--- src/rtl/rcr_coal_pkg.sv ---
package rcr_coal_pkg;

  // strobes from the datapath to the control
  typedef struct packed {
    logic evt;     // any event this cycle
    logic toEvt;   // timeout expiry this cycle
    logic updOvf;  // software update underflowed the count
  } dpStb_t;

  typedef enum logic [1:0] {
    CFG_THR  = 2'd0,
    CFG_TMO  = 2'd1,
    CFG_DIV  = 2'd2,
    CFG_TOEN = 2'd3
  } cfgSel_e;

  localparam int CS_W        = 10;
  localparam int CS_CLR_ALL  = 0;
  localparam int CS_ARM      = 1;
  localparam int CS_CLR_TO   = 3;
  localparam int CS_CLR_SH   = 6;
  localparam int CS_CLR_RING = 7;
  localparam int CS_CLR_BUF  = 9;

endpackage

--- src/rtl/rcr_coal_dp.sv ---
module rcr_coal_dp
  import rcr_coal_pkg::*;
#(
  parameter int PEND_W = 16,
  parameter int UPD_W  = 16,
  parameter int THR_W  = 9,
  parameter int TMO_W  = 6,
  parameter int DIV_W  = 16
) (
  input  logic              clk,
  input  logic              rstN,
  input  logic              postValid,
  input  logic              updValid,
  input  logic [UPD_W-1:0]  updPkts,
  input  logic [THR_W-1:0]  thr,
  input  logic [TMO_W-1:0]  tmo,
  input  logic [DIV_W-1:0]  divVal,
  input  logic              toEn,
  output logic [PEND_W-1:0] pendCnt,
  output dpStb_t            stb
);

  localparam int CMP_W = ((PEND_W > UPD_W) ? PEND_W : UPD_W) + 1;
  localparam logic [PEND_W-1:0] PEND_MAX = '1;

  logic [PEND_W-1:0] pendQ;
  logic              aboveQ;
  logic [TMO_W-1:0]  tmrQ;
  logic [DIV_W-1:0]  preQ;

  logic              aboveNow, thrEvt, tick, toEvt, evt, reload;
  logic [PEND_W-1:0] sumSat, pendNext;
  logic              updOvf;

  // event detection from current state
  always_comb begin
    aboveNow = pendQ > PEND_W'(thr);
    thrEvt   = aboveNow && !aboveQ;
    tick     = (preQ == divVal);
    toEvt    = toEn && (pendQ != '0) && tick && (tmrQ == TMO_W'(1));
    evt      = thrEvt || toEvt;
    reload   = evt || (pendQ == '0) || !toEn;
  end

  // pending count arithmetic with saturation at both ends
  always_comb begin
    sumSat = pendQ;
    if (postValid && (pendQ != PEND_MAX)) sumSat = pendQ + PEND_W'(1);
    updOvf   = 1'b0;
    pendNext = sumSat;
    if (updValid) begin
      if (CMP_W'(updPkts) > CMP_W'(sumSat)) begin
        updOvf   = 1'b1;
        pendNext = '0;
      end else begin
        pendNext = sumSat - PEND_W'(updPkts);
      end
    end
  end

  always_ff @(posedge clk or negedge rstN) begin
    if (!rstN) begin
      pendQ  <= '0;
      aboveQ <= 1'b0;
    end else begin
      pendQ  <= pendNext;
      aboveQ <= aboveNow;
    end
  end

  // prescaled countdown timer
  always_ff @(posedge clk or negedge rstN) begin
    if (!rstN) begin
      tmrQ <= TMO_W'(1);
      preQ <= '0;
    end else if (reload) begin
      tmrQ <= tmo;
      preQ <= '0;
    end else if (tick) begin
      tmrQ <= tmrQ - TMO_W'(1);
      preQ <= '0;
    end else begin
      preQ <= preQ + DIV_W'(1);
    end
  end

  assign pendCnt    = pendQ;
  assign stb.evt    = evt;
  assign stb.toEvt  = toEvt;
  assign stb.updOvf = updOvf;

  AST_OVF_ZERO: assert property (@(posedge clk) disable iff (!rstN)
    updOvf |=> (pendQ == '0)) else $error("pending not zero after underflow");
  AST_PEND_HOLD: assert property (@(posedge clk) disable iff (!rstN)
    (!postValid && !updValid) |=> (pendQ == $past(pendQ))) else $error("pending moved without input");
  AST_TMR_NONZERO: assert property (@(posedge clk) disable iff (!rstN)
    tmrQ != '0) else $error("timer reached zero");
  AST_THR_SINGLE: assert property (@(posedge clk) disable iff (!rstN)
    thrEvt |=> !thrEvt) else $error("threshold event repeated");

endmodule

--- src/rtl/rcr_coal_ctrl.sv ---
module rcr_coal_ctrl
  import rcr_coal_pkg::*;
#(
  parameter int THR_W   = 9,
  parameter int TMO_W   = 6,
  parameter int DIV_W   = 16,
  parameter int CFG_W   = 16,
  parameter int THR_RST = 8,
  parameter int TMO_RST = 8
) (
  input  logic             clk,
  input  logic             rstN,
  input  logic             cfgWrEn,
  input  logic [1:0]       cfgSel,
  input  logic [CFG_W-1:0] cfgWrData,
  input  logic             csWrEn,
  input  logic [CS_W-1:0]  csWrData,
  input  logic             shFullSet,
  input  logic             ringFullSet,
  input  logic             bufEmptySet,
  input  dpStb_t           stb,
  output logic [THR_W-1:0] thr,
  output logic [TMO_W-1:0] tmo,
  output logic [DIV_W-1:0] divVal,
  output logic             toEn,
  output logic             evtOut,
  output logic             mboxReq,
  output logic             toStat,
  output logic             shFullStat,
  output logic             ringFullStat,
  output logic             bufEmptyStat,
  output logic             cfgErr,
  output logic             updErr
);

  localparam int THR_LIM = 2 ** THR_W;
  localparam int TMO_LIM = 2 ** TMO_W;

  logic [THR_W-1:0] thrQ;
  logic [TMO_W-1:0] tmoQ;
  logic [DIV_W-1:0] divQ;
  logic             toEnQ, armQ;
  logic             thrOk, tmoOk, cfgReject;
  logic             clrAll, clrTo, clrSh, clrRing, clrBuf, armWr;
  logic             unusedCs;

  always_comb begin
    thrOk     = (cfgWrData != '0) && (32'(cfgWrData) < THR_LIM);
    tmoOk     = (cfgWrData != '0) && (32'(cfgWrData) < TMO_LIM);
    cfgReject = cfgWrEn && (((cfgSel == CFG_THR) && !thrOk) ||
                            ((cfgSel == CFG_TMO) && !tmoOk));
    clrAll    = csWrEn && csWrData[CS_CLR_ALL];
    armWr     = csWrEn && csWrData[CS_ARM];
    clrTo     = clrAll || (csWrEn && csWrData[CS_CLR_TO]);
    clrSh     = clrAll || (csWrEn && csWrData[CS_CLR_SH]);
    clrRing   = clrAll || (csWrEn && csWrData[CS_CLR_RING]);
    clrBuf    = clrAll || (csWrEn && csWrData[CS_CLR_BUF]);
  end

  assign unusedCs = ^{csWrData[2], csWrData[5:4], csWrData[8]};

  // configuration registers
  always_ff @(posedge clk or negedge rstN) begin
    if (!rstN) begin
      thrQ  <= THR_W'(THR_RST);
      tmoQ  <= TMO_W'(TMO_RST);
      divQ  <= '0;
      toEnQ <= 1'b1;
    end else if (cfgWrEn) begin
      case (cfgSel)
        CFG_THR:  if (thrOk) thrQ <= cfgWrData[THR_W-1:0];
        CFG_TMO:  if (tmoOk) begin
                    tmoQ  <= cfgWrData[TMO_W-1:0];
                    toEnQ <= 1'b1;
                  end
        CFG_DIV:  divQ  <= cfgWrData[DIV_W-1:0];
        default:  toEnQ <= cfgWrData[0];
      endcase
    end
  end

  // sticky status, set wins over clear
  always_ff @(posedge clk or negedge rstN) begin
    if (!rstN) begin
      toStat       <= 1'b0;
      shFullStat   <= 1'b0;
      ringFullStat <= 1'b0;
      bufEmptyStat <= 1'b0;
      cfgErr       <= 1'b0;
      updErr       <= 1'b0;
    end else begin
      toStat       <= (toStat && !clrTo) || stb.toEvt;
      shFullStat   <= (shFullStat && !clrSh) || shFullSet;
      ringFullStat <= (ringFullStat && !clrRing) || ringFullSet;
      bufEmptyStat <= (bufEmptyStat && !clrBuf) || bufEmptySet;
      cfgErr       <= (cfgErr && !clrAll) || cfgReject;
      updErr       <= (updErr && !clrAll) || stb.updOvf;
    end
  end

  // one-shot mailbox arm and event outputs
  always_ff @(posedge clk or negedge rstN) begin
    if (!rstN) begin
      armQ    <= 1'b0;
      evtOut  <= 1'b0;
      mboxReq <= 1'b0;
    end else begin
      evtOut  <= stb.evt;
      mboxReq <= stb.evt && armQ;
      if (armWr)        armQ <= 1'b1;
      else if (stb.evt) armQ <= 1'b0;
    end
  end

  assign thr    = thrQ;
  assign tmo    = tmoQ;
  assign divVal = divQ;
  assign toEn   = toEnQ;

  AST_MBOX_WITH_EVT: assert property (@(posedge clk) disable iff (!rstN)
    mboxReq |-> evtOut) else $error("mailbox request without event");
  AST_ARM_SPENT: assert property (@(posedge clk) disable iff (!rstN)
    (mboxReq && !$past(armWr)) |-> !armQ) else $error("arm survived request");
  AST_THR_LEGAL: assert property (@(posedge clk) disable iff (!rstN)
    thrQ != '0) else $error("threshold zero");
  AST_TMO_LEGAL: assert property (@(posedge clk) disable iff (!rstN)
    tmoQ != '0) else $error("timeout zero");
  AST_TO_STAT_SET: assert property (@(posedge clk) disable iff (!rstN)
    stb.toEvt |=> toStat) else $error("timeout status not set");

endmodule

--- src/rtl/rcr_coalescer.sv ---
module rcr_coalescer
  import rcr_coal_pkg::*;
#(
  parameter int PEND_W  = 16,
  parameter int UPD_W   = 16,
  parameter int THR_W   = 9,
  parameter int TMO_W   = 6,
  parameter int DIV_W   = 16,
  parameter int CFG_W   = 16,
  parameter int THR_RST = 8,
  parameter int TMO_RST = 8
) (
  input  logic              clk,
  input  logic              rstN,
  input  logic              postValid,
  input  logic              updValid,
  input  logic [UPD_W-1:0]  updPkts,
  input  logic              cfgWrEn,
  input  logic [1:0]        cfgSel,
  input  logic [CFG_W-1:0]  cfgWrData,
  input  logic              csWrEn,
  input  logic [9:0]        csWrData,
  input  logic              shFullSet,
  input  logic              ringFullSet,
  input  logic              bufEmptySet,
  output logic              evtOut,
  output logic              mboxReq,
  output logic              toStat,
  output logic              shFullStat,
  output logic              ringFullStat,
  output logic              bufEmptyStat,
  output logic              cfgErr,
  output logic              updErr,
  output logic [PEND_W-1:0] pendCnt
);

  dpStb_t           stb;
  logic [THR_W-1:0] thr;
  logic [TMO_W-1:0] tmo;
  logic [DIV_W-1:0] divVal;
  logic             toEn;

  rcr_coal_dp #(
    .PEND_W(PEND_W), .UPD_W(UPD_W), .THR_W(THR_W), .TMO_W(TMO_W), .DIV_W(DIV_W)
  ) i_dp (
    .clk(clk), .rstN(rstN), .postValid(postValid), .updValid(updValid),
    .updPkts(updPkts), .thr(thr), .tmo(tmo), .divVal(divVal), .toEn(toEn),
    .pendCnt(pendCnt), .stb(stb)
  );

  rcr_coal_ctrl #(
    .THR_W(THR_W), .TMO_W(TMO_W), .DIV_W(DIV_W), .CFG_W(CFG_W),
    .THR_RST(THR_RST), .TMO_RST(TMO_RST)
  ) i_ctrl (
    .clk(clk), .rstN(rstN), .cfgWrEn(cfgWrEn), .cfgSel(cfgSel),
    .cfgWrData(cfgWrData), .csWrEn(csWrEn), .csWrData(csWrData),
    .shFullSet(shFullSet), .ringFullSet(ringFullSet), .bufEmptySet(bufEmptySet),
    .stb(stb), .thr(thr), .tmo(tmo), .divVal(divVal), .toEn(toEn),
    .evtOut(evtOut), .mboxReq(mboxReq), .toStat(toStat),
    .shFullStat(shFullStat), .ringFullStat(ringFullStat),
    .bufEmptyStat(bufEmptyStat), .cfgErr(cfgErr), .updErr(updErr)
  );

endmodule

--- config.mk ---
export PLATFORM = sky130hd
export DESIGN_NAME = rcr_coalescer
export DESIGN_NICKNAME = d
export VERILOG_FILES = /design/src/rtl/rcr_coal_pkg.sv /design/src/rtl/rcr_coal_dp.sv /design/src/rtl/rcr_coal_ctrl.sv /design/src/rtl/rcr_coalescer.sv
export SDC_FILE = /design/constraint.sdc
export NUM_CORES = 1
export LEC_CHECK = 0
export BUFFER_PORTS_ARGS = -buffer_cell sky130_fd_sc_hd__buf_2
export CAP_MARGIN = 20
export CORE_UTILIZATION = 55
export DETAILED_ROUTE_END_ITERATION = 8
export PLACE_DENSITY = 0.76
export SYNTH_ARGS = -nofsm -noshare
export SYNTH_HDL_FRONTEND = slang
export SYNTH_SLANG_ARGS = --single-unit
--- constraint.sdc ---
create_clock -name clk -period 5.3 [get_ports clk]
set_input_delay 1.06 -clock clk [delete_from_list [all_inputs] [get_ports clk]]
set_output_delay 1.06 -clock clk [all_outputs]
set_load 0.02 [all_outputs]
==> impl_metrics.toml, run 1 <==
[yosys]
avgSynthCellArea_um2 = 9.95
synth_flop_cell = "sky130_fd_sc_hd__dfrtp_1"
synth-seq-area-share_pct = 39.6
synth_enable_flop_cells = 0
synthArstFlopShare_pct = 100
syn_inst = 509
netlist_area_um2 = 5070
yosysWarnings = 0
syn_nets = 594
synth-seq-cells = 80
synth.lib_cells_used.distinct = 58

[final_layout]
final_nets = 668
final_cell_mix = "sky130_fd_sc_hd__dfrtp_1, sky130_fd_sc_hd__buf_2, sky130_fd_sc_hd__inv_1"
share_of_post_route_cells_with_drive_strength_above_1_pct = 24.7
layout-area-overhead-vs-synth_pct = 13.2
layoutNonFillerInstCount = 696
antenna_cells_inserted = 0
post-route-cell-area_um2 = 5740
final_common_cell = "sky130_fd_sc_hd__dfrtp_1"

[critical_path]
startpoint_type = "flop"
critPathKind = "flop to flop"
critical-path-top-cell-by-count = "sky130_fd_sc_hd__nand3_1"
worstSetupEndpointType = "flop"
critical_path_required_ns = 5.55
ff2ff_path_depth = 15
worstReg2RegStart = "i_dp.pendCnt[9]"
path_cells = "nand3_1, nor3_2, nand3_1, nand2_1, xnor2_1, ha_1, inv_1, fa_1, a21o_1, a221o_1, o2111ai_1, a21oi_1, buf_4, and2_1, a32o_1"
cp_slowest_stage_delay_ns = 0.52
critPathBufInv = 2
r2r_setup_slack_ns = 1.03
worstPathMaxFanout = 9
crit_slowest_cell = "sky130_fd_sc_hd__nor3_2"
worst_endpoint_data_arrival_time_ns = 4.52
critical_path.reg2reg.endpoint = "i_dp.pendCnt[14]"
worst_path_dominant_cell_family = "compound AO/OA/AOI/OAI gates"

[grt]
grt_max_degree = 81
grt.total_usage_pct = 25.1
number_of_global_route_vias_before_repair = 3852
wire_length_of_the_first_global_routing_pass_mm = 18.8
initial_antenna_violation_count = 0
grt-ovfl-total = 0

[placed_design]
dp_cells = 679
placement.io_buffers = 72
dpl_cell_area_um2 = 5520
dp_hpwl_mm = 8.77
place.gp.congestion = 0.928

[routing]
routed_wire_length_per_instance_um = 16.5
final_routed_wirelength_mm = 11.5
remaining_drc_errors = 5
1st_iter_drt_viols = 291
via_count = 4056
drt-vias-per-instance = 5.83
drt-pass1-iter-count = 9
antenna_violating_nets_post_route = 0

[timing]
max_slew_margin_pct = 45.9
setup_violations = 0
clock-skew-final_ns = 0.0120
hold_viol = 0
rsz0062_at_grt = "no"
setup_tns_ns = 0
fin_crit_ns = 4.27
fmax_mhz = 234
maxSlewViolCount = 0
tightestPinTransition_ns = 0.805
timing.final.crit_share_pct = 80.7

[clock_network]
tritoncts = "yes"
holdBufCountCts = 0
cts_inserted_buffers = 9
clock_tree.buffer_depth = 2
cts.repair.resized = 0
tritoncts_num_sinks = 80
post_cts_buffers = 0
later_pin_clock_latency_in_the_skew_report_ns = 0.36
cts_max_level = 3
cts_root_buffer = "sky130_fd_sc_hd__clkbuf_8"
cts.clk_slew.worst_paths_ns = 0.09

[run_status]
failed_checks = "design-rule violations"
status = "complete, but fails checks"

[min_path]
min-delay-path-class = "flop to flop"
min_delay_worst_endpoint = "i_ctrl.ringFullStat"
min_delay_path_depth = 1
hold_path_startpoint = "i_ctrl.ringFullStat"

[floorplanning]
core_um2 = 8810
fp.dieArea_um2 = 9600
initial_core_utilization_pct = 57.5
die_x_um = 98.0
chipHeight_um = 98.0
top_level_ports = 77
fp-row-count = 34

[power_and_ir_drop]
leakage_nw = 2.75
irDropWorstVdd_uv = 171
power-per-cell-area_nw_per_um2 = 251

[job]
cap_viol_max_count = 0
## power by group
| part | total (mW) | switching [mW] | internal, mW |
|---|---|---|---|
| combinational | 0.302 | 0.167 | 0.135 |
| clock | 0.436 | 0.246 | 0.190 |
| sequential | 0.702 | 0.0414 | 0.660 |
| total | 1.44 | 0.454 | 0.985 |
## worst max path at each step
stage	start	end	slack, ns	cells after the start
2_1_floorplan	postValid	i_dp.pendCnt[14]	1.49	12
3_3_place_gp	postValid	i_dp.pendCnt[15]	0.98	13
3_5_place_dp	postValid	i_dp.pendCnt[14]	0.72	13
4_1_cts	postValid	i_dp.pendCnt[14]	1.07	13
5_1_grt	postValid	i_dp.pendCnt[14]	0.79	13
6_report	i_dp.pendCnt[9]	i_dp.pendCnt[14]	1.03	15
## per-stage QoR
step	util, %	hold slack (ns)	total power [mW]	setup slack [ns]
after floorplan	-	0.455	0.911	1.49
after global placement	62.7	0.457	1.00	0.979
after detailed placement	62.7	0.464	1.01	0.716
after CTS	64.8	0.485	1.45	1.07
after global routing	65.1	0.511	1.51	0.789
final	65.1	0.479	1.44	1.03
## registers in the layout, summed over array words and instances (netlist names), 6 cells and up
register / cells
i_ctrl.divVal: 16
i_dp.preQ: 16
i_ctrl.tmo: 6
i_dp.pendCnt: 16
i_ctrl.thr: 9
i_dp.tmrQ: 6
## logic make-up (layout without fill, tap and decap cells)
family                   count (synthesis)  count (layout)  share of synthesized area, %
XOR/XNOR                                55              55                          9.51
buffers and inverters                   52             131                          4.03
flip-flops                              80              80                          39.6
AND/OR/NAND/NOR                        156             156                          16.4
adder cells (fa/ha/maj)                 32              32                          8.05
multiplexers                            41              41                          9.76
AO/OA/AOI/OAI                           93              93                          12.6
## layout make-up
type	count	area, µm²
well taps	108	135
clock buffers	10	138
multi-input cells	377	2860
inverters	41	154
fillers	716	3070
flip-flops and latches	80	2010
repair buffers	74	398
clock inverters	6	50.0
## cell usage after synthesis (6+ instances only)
cell                        n  share of area, %
sky130_fd_sc_hd__or3_1      6              0.74
sky130_fd_sc_hd__ha_1      31               7.7
sky130_fd_sc_hd__nand4_1   11               1.4
sky130_fd_sc_hd__xor2_1    17               2.9
sky130_fd_sc_hd__a21o_1    11               1.6
sky130_fd_sc_hd__a31oi_1    9               1.1
sky130_fd_sc_hd__nand3_1   22               2.2
sky130_fd_sc_hd__o21ai_0   16               1.6
sky130_fd_sc_hd__inv_1     41               3.0
sky130_fd_sc_hd__nor3_1    13               1.3
sky130_fd_sc_hd__xnor2_1   38               6.6
sky130_fd_sc_hd__nor2_1    37               2.7
sky130_fd_sc_hd__mux2_4     9               2.7
sky130_fd_sc_hd__clkbuf_1   9              0.67
sky130_fd_sc_hd__dfrtp_1   76                38
sky130_fd_sc_hd__mux2_2    31               6.9
sky130_fd_sc_hd__nand2_1   29               2.1
sky130_fd_sc_hd__a21oi_1   20               2.0
## routing by layer
layer  vias up  GRT usage (%)  share of wire, %
met5         -              0                 0
li1       1963              -                 -
met3        12           4.08               5.0
met1      1954           34.1                45
met4         0           7.69               1.3
met2       127           41.3                49
Note: power is estimated with default switching activity, not from simulation.
==> inputs of run 2 (changes only) <==
==> constraint.sdc (replaced) <==
create_clock -name clk -period 4.3 [get_ports clk]
set_input_delay 0.86 -clock clk [delete_from_list [all_inputs] [get_ports clk]]
set_output_delay 0.86 -clock clk [all_outputs]
set_load 0.02 [all_outputs]
==> impl_metrics.toml, run 2 (synthesized netlist as in run 1, its figures left out) <==
[run_status]
status = "complete, but fails checks"
failed_checks = "design-rule violations"

[placed_design]
dp_hpwl_mm = 8.69
dpl_cell_area_um2 = 5540
place.gp.congestion = 0.957
placement.io_buffers = 72
dp_cells = 681

[timing]
tightestPinTransition_ns = 0.816
fmax_mhz = 259
timing.final.crit_share_pct = 89.9
max_slew_margin_pct = 45.1
setup_violations = 0
setup_tns_ns = 0
clock-skew-final_ns = 0.0112
hold_viol = 0
fin_crit_ns = 3.87
rsz0062_at_grt = "no"
finalHoldWorstSlack_ns = 0.311
maxSlewViolCount = 0

[clock_network]
tritoncts = "yes"
cts.repair.resized = 0
later_pin_clock_latency_in_the_skew_report_ns = 0.35
tritoncts_num_sinks = 80
clock_tree.buffer_depth = 2
post_cts_buffers = 0
holdBufCountCts = 0
cts_max_level = 3
cts.clk_slew.worst_paths_ns = 0.09
cts_inserted_buffers = 9
cts_root_buffer = "sky130_fd_sc_hd__clkbuf_8"

[routing]
remaining_drc_errors = 6
final_routed_wirelength_mm = 11.4
drt-vias-per-instance = 5.84
routed_wire_length_per_instance_um = 16.4
via_count = 4078
antenna_violating_nets_post_route = 0
drt-pass1-iter-count = 7
1st_iter_drt_viols = 281

[floorplanning]
initial_core_utilization_pct = 57.5
fp.dieArea_um2 = 9600
top_level_ports = 77
core_um2 = 8810
die_x_um = 98.0
fp-row-count = 34
chipHeight_um = 98.0

[critical_path]
critical_path_required_ns = 4.55
startpoint = "i_dp.pendCnt[1]"
r2r_setup_slack_ns = 0.43
worstReg2RegStart = "i_dp.pendCnt[1]"
critPathKind = "flop to flop"
startpoint_type = "flop"
worst_endpoint_data_arrival_time_ns = 4.11
critical_path.reg2reg.endpoint = "i_dp.pendCnt[14]"
ff2ff_path_depth = 12
worstSetupEndpointType = "flop"
worstPathMaxFanout = 9

[grt]
wire_length_of_the_first_global_routing_pass_mm = 19.0
number_of_global_route_vias_before_repair = 3977
grt_max_degree = 81
grt.total_usage_pct = 25.2
grt-ovfl-total = 0
initial_antenna_violation_count = 0

[final_layout]
post-route-cell-area_um2 = 5820
final_cell_mix = "sky130_fd_sc_hd__dfrtp_1, sky130_fd_sc_hd__buf_2, sky130_fd_sc_hd__inv_1"
final_nets = 670
fillCellCount = 694
final_common_cell = "sky130_fd_sc_hd__dfrtp_1"
layoutNonFillerInstCount = 698
antenna_cells_inserted = 0
share_of_post_route_cells_with_drive_strength_above_1_pct = 24.9
layout-area-overhead-vs-synth_pct = 14.8

[power_and_ir_drop]
leakage_nw = 2.80
power.total_mw = 1.93
power-per-cell-area_nw_per_um2 = 331
irDropWorstVdd_uv = 211

[min_path]
min-delay-path-class = "input pin to asynchronous set/reset pin"

[job]
cap_viol_max_count = 0
[run 2: cell count changes in the layout (fill, tap and decap cells not counted), sizes merged]
cell      previous run  this run
buf                 74        76
bufinv               0         3
clkinvlp             1         0
inv                 44        42
[run 2: routing by layer]
layer  track usage [%]  up-vias  wire length [µm]
met4              8.39        0               185
met1              33.3     1947              4960
met3              4.44       16               637
met5                 0        -                 0
met2              42.0      138              5630
li1                  -     1977                 -
[run 2: how the worst max path moves through the flow]
stage | cells after the start | slack, ns | to
floorplan | 13 | 0.60 | i_dp.pendCnt[14]
global placement | 12 | 0.46 | i_dp.pendCnt[14]
detailed placement | 12 | 0.36 | i_dp.pendCnt[14]
CTS | 12 | 0.44 | i_dp.pendCnt[14]
global route | 14 | 0.19 | i_dp.pendCnt[14]
finish | 12 | 0.43 | i_dp.pendCnt[14]
[run 2: power breakdown]
part,switching [mW],internal (mW)
registers,0.0501,0.814
clock network,0.289,0.406
logic,0.202,0.166
total,0.541,1.39
[run 2: worst max-delay path, stage by stage (launching register included)]
cell,delay [ns]
sky130_fd_sc_hd__dfrtp_1,0.45
sky130_fd_sc_hd__ha_1,0.39
sky130_fd_sc_hd__nand2_1,0.20
sky130_fd_sc_hd__a21oi_1,0.32
sky130_fd_sc_hd__nand3_1,0.14
sky130_fd_sc_hd__xnor2_1,0.23
sky130_fd_sc_hd__ha_1,0.33
sky130_fd_sc_hd__a21o_1,0.21
sky130_fd_sc_hd__a221o_1,0.43
sky130_fd_sc_hd__o2111ai_1,0.34
sky130_fd_sc_hd__a31oi_1,0.15
sky130_fd_sc_hd__or3_1,0.32
sky130_fd_sc_hd__a32o_1,0.25
[run 2: final cells by class]
type / count / area (µm²) / share of cell area [%]
clock buffer: 10 / 138 / 2.37
clock inverter: 6 / 115 / 1.98
inverter: 41 / 154 / 2.65
multi-input combinational: 377 / 2860 / 49.1
sequential: 80 / 2010 / 34.5
tap: 108 / 135 / 2.32
timing repair buffer: 76 / 413 / 7.10
[run 2: stage by stage]
step | setup slack (ns) | util [%]
after floorplan | 0.598 | -
after global placement | 0.463 | 62.9
after detailed placement | 0.359 | 62.9
after CTS | 0.445 | 65.7
after global routing | 0.193 | 66.1
final | 0.433 | 66.1
==> inputs of run 3 (changes only) <==
--- a/config.mk
+++ b/config.mk
@@ -5,11 +5,12 @@
 export SDC_FILE = /design/constraint.sdc
 export NUM_CORES = 1
 export LEC_CHECK = 0
-export BUFFER_PORTS_ARGS = -buffer_cell sky130_fd_sc_hd__buf_2
 export CAP_MARGIN = 20
 export CORE_UTILIZATION = 55
 export DETAILED_ROUTE_END_ITERATION = 8
-export PLACE_DENSITY = 0.76
+export DONT_BUFFER_PORTS = 1
+export PLACE_DENSITY = 0.68
 export SYNTH_ARGS = -nofsm -noshare
 export SYNTH_HDL_FRONTEND = slang
+export SYNTH_HIERARCHICAL = 1
 export SYNTH_SLANG_ARGS = --single-unit
==> impl_metrics.toml, run 3 <==
[clock_network]
post_cts_buffers = 0
tritoncts = "yes"
cts.repair.resized = 0
cts_max_level = 3
tritoncts_num_sinks = 80
clock_tree.buffer_depth = 2
later_pin_clock_latency_in_the_skew_report_ns = 0.35
cts_root_buffer = "sky130_fd_sc_hd__clkbuf_8"
cts_inserted_buffers = 9
holdBufCountCts = 0
cts.clk_slew.worst_paths_ns = 0.09

[final_layout]
antenna_cells_inserted = 0
final_cell_mix = "sky130_fd_sc_hd__dfrtp_1, sky130_fd_sc_hd__xnor2_1, sky130_fd_sc_hd__inv_1"
share_of_post_route_cells_with_drive_strength_above_1_pct = 15.7
final_nets = 590
fillCellCount = 735
post-route-cell-area_um2 = 5310
layout-area-overhead-vs-synth_pct = 7.33
final_common_cell = "sky130_fd_sc_hd__dfrtp_1"
layoutNonFillerInstCount = 618

[job]
cap_viol_max_count = 0

[floorplanning]
fp-row-count = 34
top_level_ports = 77
initial_core_utilization_pct = 56.8
die_x_um = 96.9
chipHeight_um = 96.9
core_um2 = 8720
fp.dieArea_um2 = 9380

[yosys]
netlist_area_um2 = 4950
yosysWarnings = 6
most_common_library_cells_after_synthesis = "sky130_fd_sc_hd__dfrtp_1, sky130_fd_sc_hd__xnor2_1, sky130_fd_sc_hd__inv_1, sky130_fd_sc_hd__nor2_1, sky130_fd_sc_hd__mux2_2"
yosys.cell_count.top_type = "sky130_fd_sc_hd__dfrtp_1"
synth-seq-area-share_pct = 40.5
syn_nets = 574
synth-seq-cells = 80
synth.top_cell.area_share_pct = 38.4
avgSynthCellArea_um2 = 10.1
synth_top_cell_by_area = "sky130_fd_sc_hd__dfrtp_1"
synth.area.top_cells = "sky130_fd_sc_hd__dfrtp_1, sky130_fd_sc_hd__ha_1, sky130_fd_sc_hd__xnor2_1"
synth.lib_cells_used.distinct = 58
synth_flop_cell = "sky130_fd_sc_hd__dfrtp_1"
synthArstFlopShare_pct = 100
syn_inst = 489
synth_enable_flop_cells = 0

[critical_path]
crit_slowest_cell = "sky130_fd_sc_hd__dfrtp_1"
worstPathMaxFanout = 8
startpoint = "i_dp/pendCnt[14]"
worst_endpoint_data_arrival_time_ns = 4.14
critical_path_required_ns = 4.55
worstSetupEndpointType = "flop"
startpoint_type = "flop"
critical-path-top-cell-by-count = "sky130_fd_sc_hd__a22o_1"
critPathBufInv = 2
worstReg2RegStart = "i_dp/pendCnt[14]"
worst_path_dominant_cell_family = "compound AO/OA/AOI/OAI gates"
critPathKind = "flop to flop"
path_cells = "nand3_1, or3_1, or2_2, nand2_1, xnor2_1, ha_1, inv_1, fa_1, a21o_1, a221oi_1, buf_4, a22o_1, o21ba_2, nor2_2, a22o_1"
cp_slowest_stage_delay_ns = 0.54

[timing]
fin_crit_ns = 3.89
fmax_mhz = 257
max_slew_margin_pct = 40.2
timing.final.crit_share_pct = 90.5
clock-skew-final_ns = 0.0127
rsz0062_at_grt = "no"
maxSlewViolCount = 0
hold_viol = 0
tightestPinTransition_ns = 0.894
setup_tns_ns = 0
setup_violations = 0

[power_and_ir_drop]
pwr-share-seq_pct = 37.7
power-per-cell-area_nw_per_um2 = 497
power.switching_fraction_pct = 39.8
irDropWorstVdd_uv = 297
pwr-share-comb_pct = 43.6
leakage_nw = 2.42
cellInternalPower_mw = 1.59
p_switching_mw = 1.05
power.share.clock_pct = 18.7

[placed_design]
placement.io_buffers = 0
place.gp.congestion = 0.991
dpl_cell_area_um2 = 5140
dp_hpwl_mm = 8.12
dp_cells = 602

[routing]
drt-vias-per-instance = 5.83
via_count = 3602
routed_wire_length_per_instance_um = 16.8
drt-pass1-iter-count = 5
remaining_drc_errors = 0
1st_iter_drt_viols = 137
antenna_violating_nets_post_route = 0
final_routed_wirelength_mm = 10.4

[run_status]
status = "completed"

[grt]
initial_antenna_violation_count = 0
wire_length_of_the_first_global_routing_pass_mm = 18.1
number_of_global_route_vias_before_repair = 3704
grt.total_usage_pct = 24.1
grt-ovfl-total = 0
grt_max_degree = 81

[min_path]
min-delay-path-class = "input pin to asynchronous set/reset pin"
[run 3: cell count changes after synthesis, moves of 5 or more]
cell                       previous run  this run
sky130_fd_sc_hd__a21oi_1             20        13
sky130_fd_sc_hd__clkbuf_1             9         3
sky130_fd_sc_hd__mux2_4               9         1
sky130_fd_sc_hd__or3_1                6         1
sky130_fd_sc_hd__xnor2_1             38        43
[run 3: path summary, 6_finish.rpt]
path	endpoint	slack [ns]	cells after the start
worst max-delay path	i_dp/pendCnt[1]	0.41	15
worst min-delay path	i_dp/preQ[4]	0.20	0
worst max register to register	i_dp/pendCnt[1]	0.41	15
worst min register to register	i_ctrl/mboxReq	0.48	1
max in group asynchronous	i_ctrl/thr[3]	3.90	0
min in group clk	i_ctrl/mboxReq	0.48	1
[run 3: layer usage]
layer / share of wire (%) / track usage (%) / vias up
met1: 46 / 33.1 / 1733
met2: 46 / 37.2 / 110
li1: - / - / 1748
met3: 6.7 / 6.79 / 11
met4: 1.2 / 6.66 / 0
met5: 0 / 0 / -
[run 3: final cells by class]
type / instances / area (µm²) / area share, %
tap: 108 / 135 / 2.54
multi-input combinational: 363 / 2760 / 51.9
timing repair buffer: 13 / 97.6 / 1.84
sequential: 80 / 2010 / 37.8
clock buffer: 11 / 131 / 2.47
inverter: 38 / 143 / 2.68
clock inverter: 5 / 42.5 / 0.801
[run 3: kinds of logic (layout without fill, tap and decap cells)]
kind of cell,count (synthesis),after routing,share of synthesized area (%)
compound gates,77,77,10.5
xor+xnor,62,62,11.0
fa+ha+maj,32,32,8.24
buf+inv,46,67,3.77
flops,80,80,40.5
mux,39,39,8.92
simple gates,153,153,17.1
[run 3: power groups by stage]
stage          Sequential, mW  Combinational (mW)  Clock, mW
2_1_floorplan            1.08               0.792          0
4_1_cts                 0.998                1.15      0.511
6_report                0.996                1.15      0.493
5_1_grt                  1.01                1.30      0.538
3_3_place_gp             1.01                1.11          0
3_5_place_dp             1.01                1.14          0
[run 3: worst register-to-register path: stages, from the launching register on]
cell,delay (ns)
sky130_fd_sc_hd__dfrtp_1,0.54
sky130_fd_sc_hd__nand3_1,0.16
sky130_fd_sc_hd__or3_1,0.40
sky130_fd_sc_hd__or2_2,0.30
sky130_fd_sc_hd__nand2_1,0.11
sky130_fd_sc_hd__xnor2_1,0.21
sky130_fd_sc_hd__ha_1,0.21
sky130_fd_sc_hd__inv_1,0.05
sky130_fd_sc_hd__fa_1,0.39
sky130_fd_sc_hd__a21o_1,0.21
sky130_fd_sc_hd__a221oi_1,0.24
sky130_fd_sc_hd__buf_4,0.18
sky130_fd_sc_hd__a22o_1,0.22
sky130_fd_sc_hd__o21ba_2,0.22
sky130_fd_sc_hd__nor2_2,0.09
sky130_fd_sc_hd__a22o_1,0.26
[run 3: through the flow]
step | util [%] | setup WS [ns] | total power [mW] | hold WS (ns)
after floorplan | - | 0.568 | 1.87 | 0.454
after global routing | 60.9 | 0.172 | 2.85 | 0.160
after CTS | 60.9 | 0.394 | 2.66 | 0.174
after detailed placement | 58.9 | 0.421 | 2.16 | 0.468
after global placement | 58.9 | 0.425 | 2.12 | 0.461
final | 60.9 | 0.409 | 2.64 | 0.196
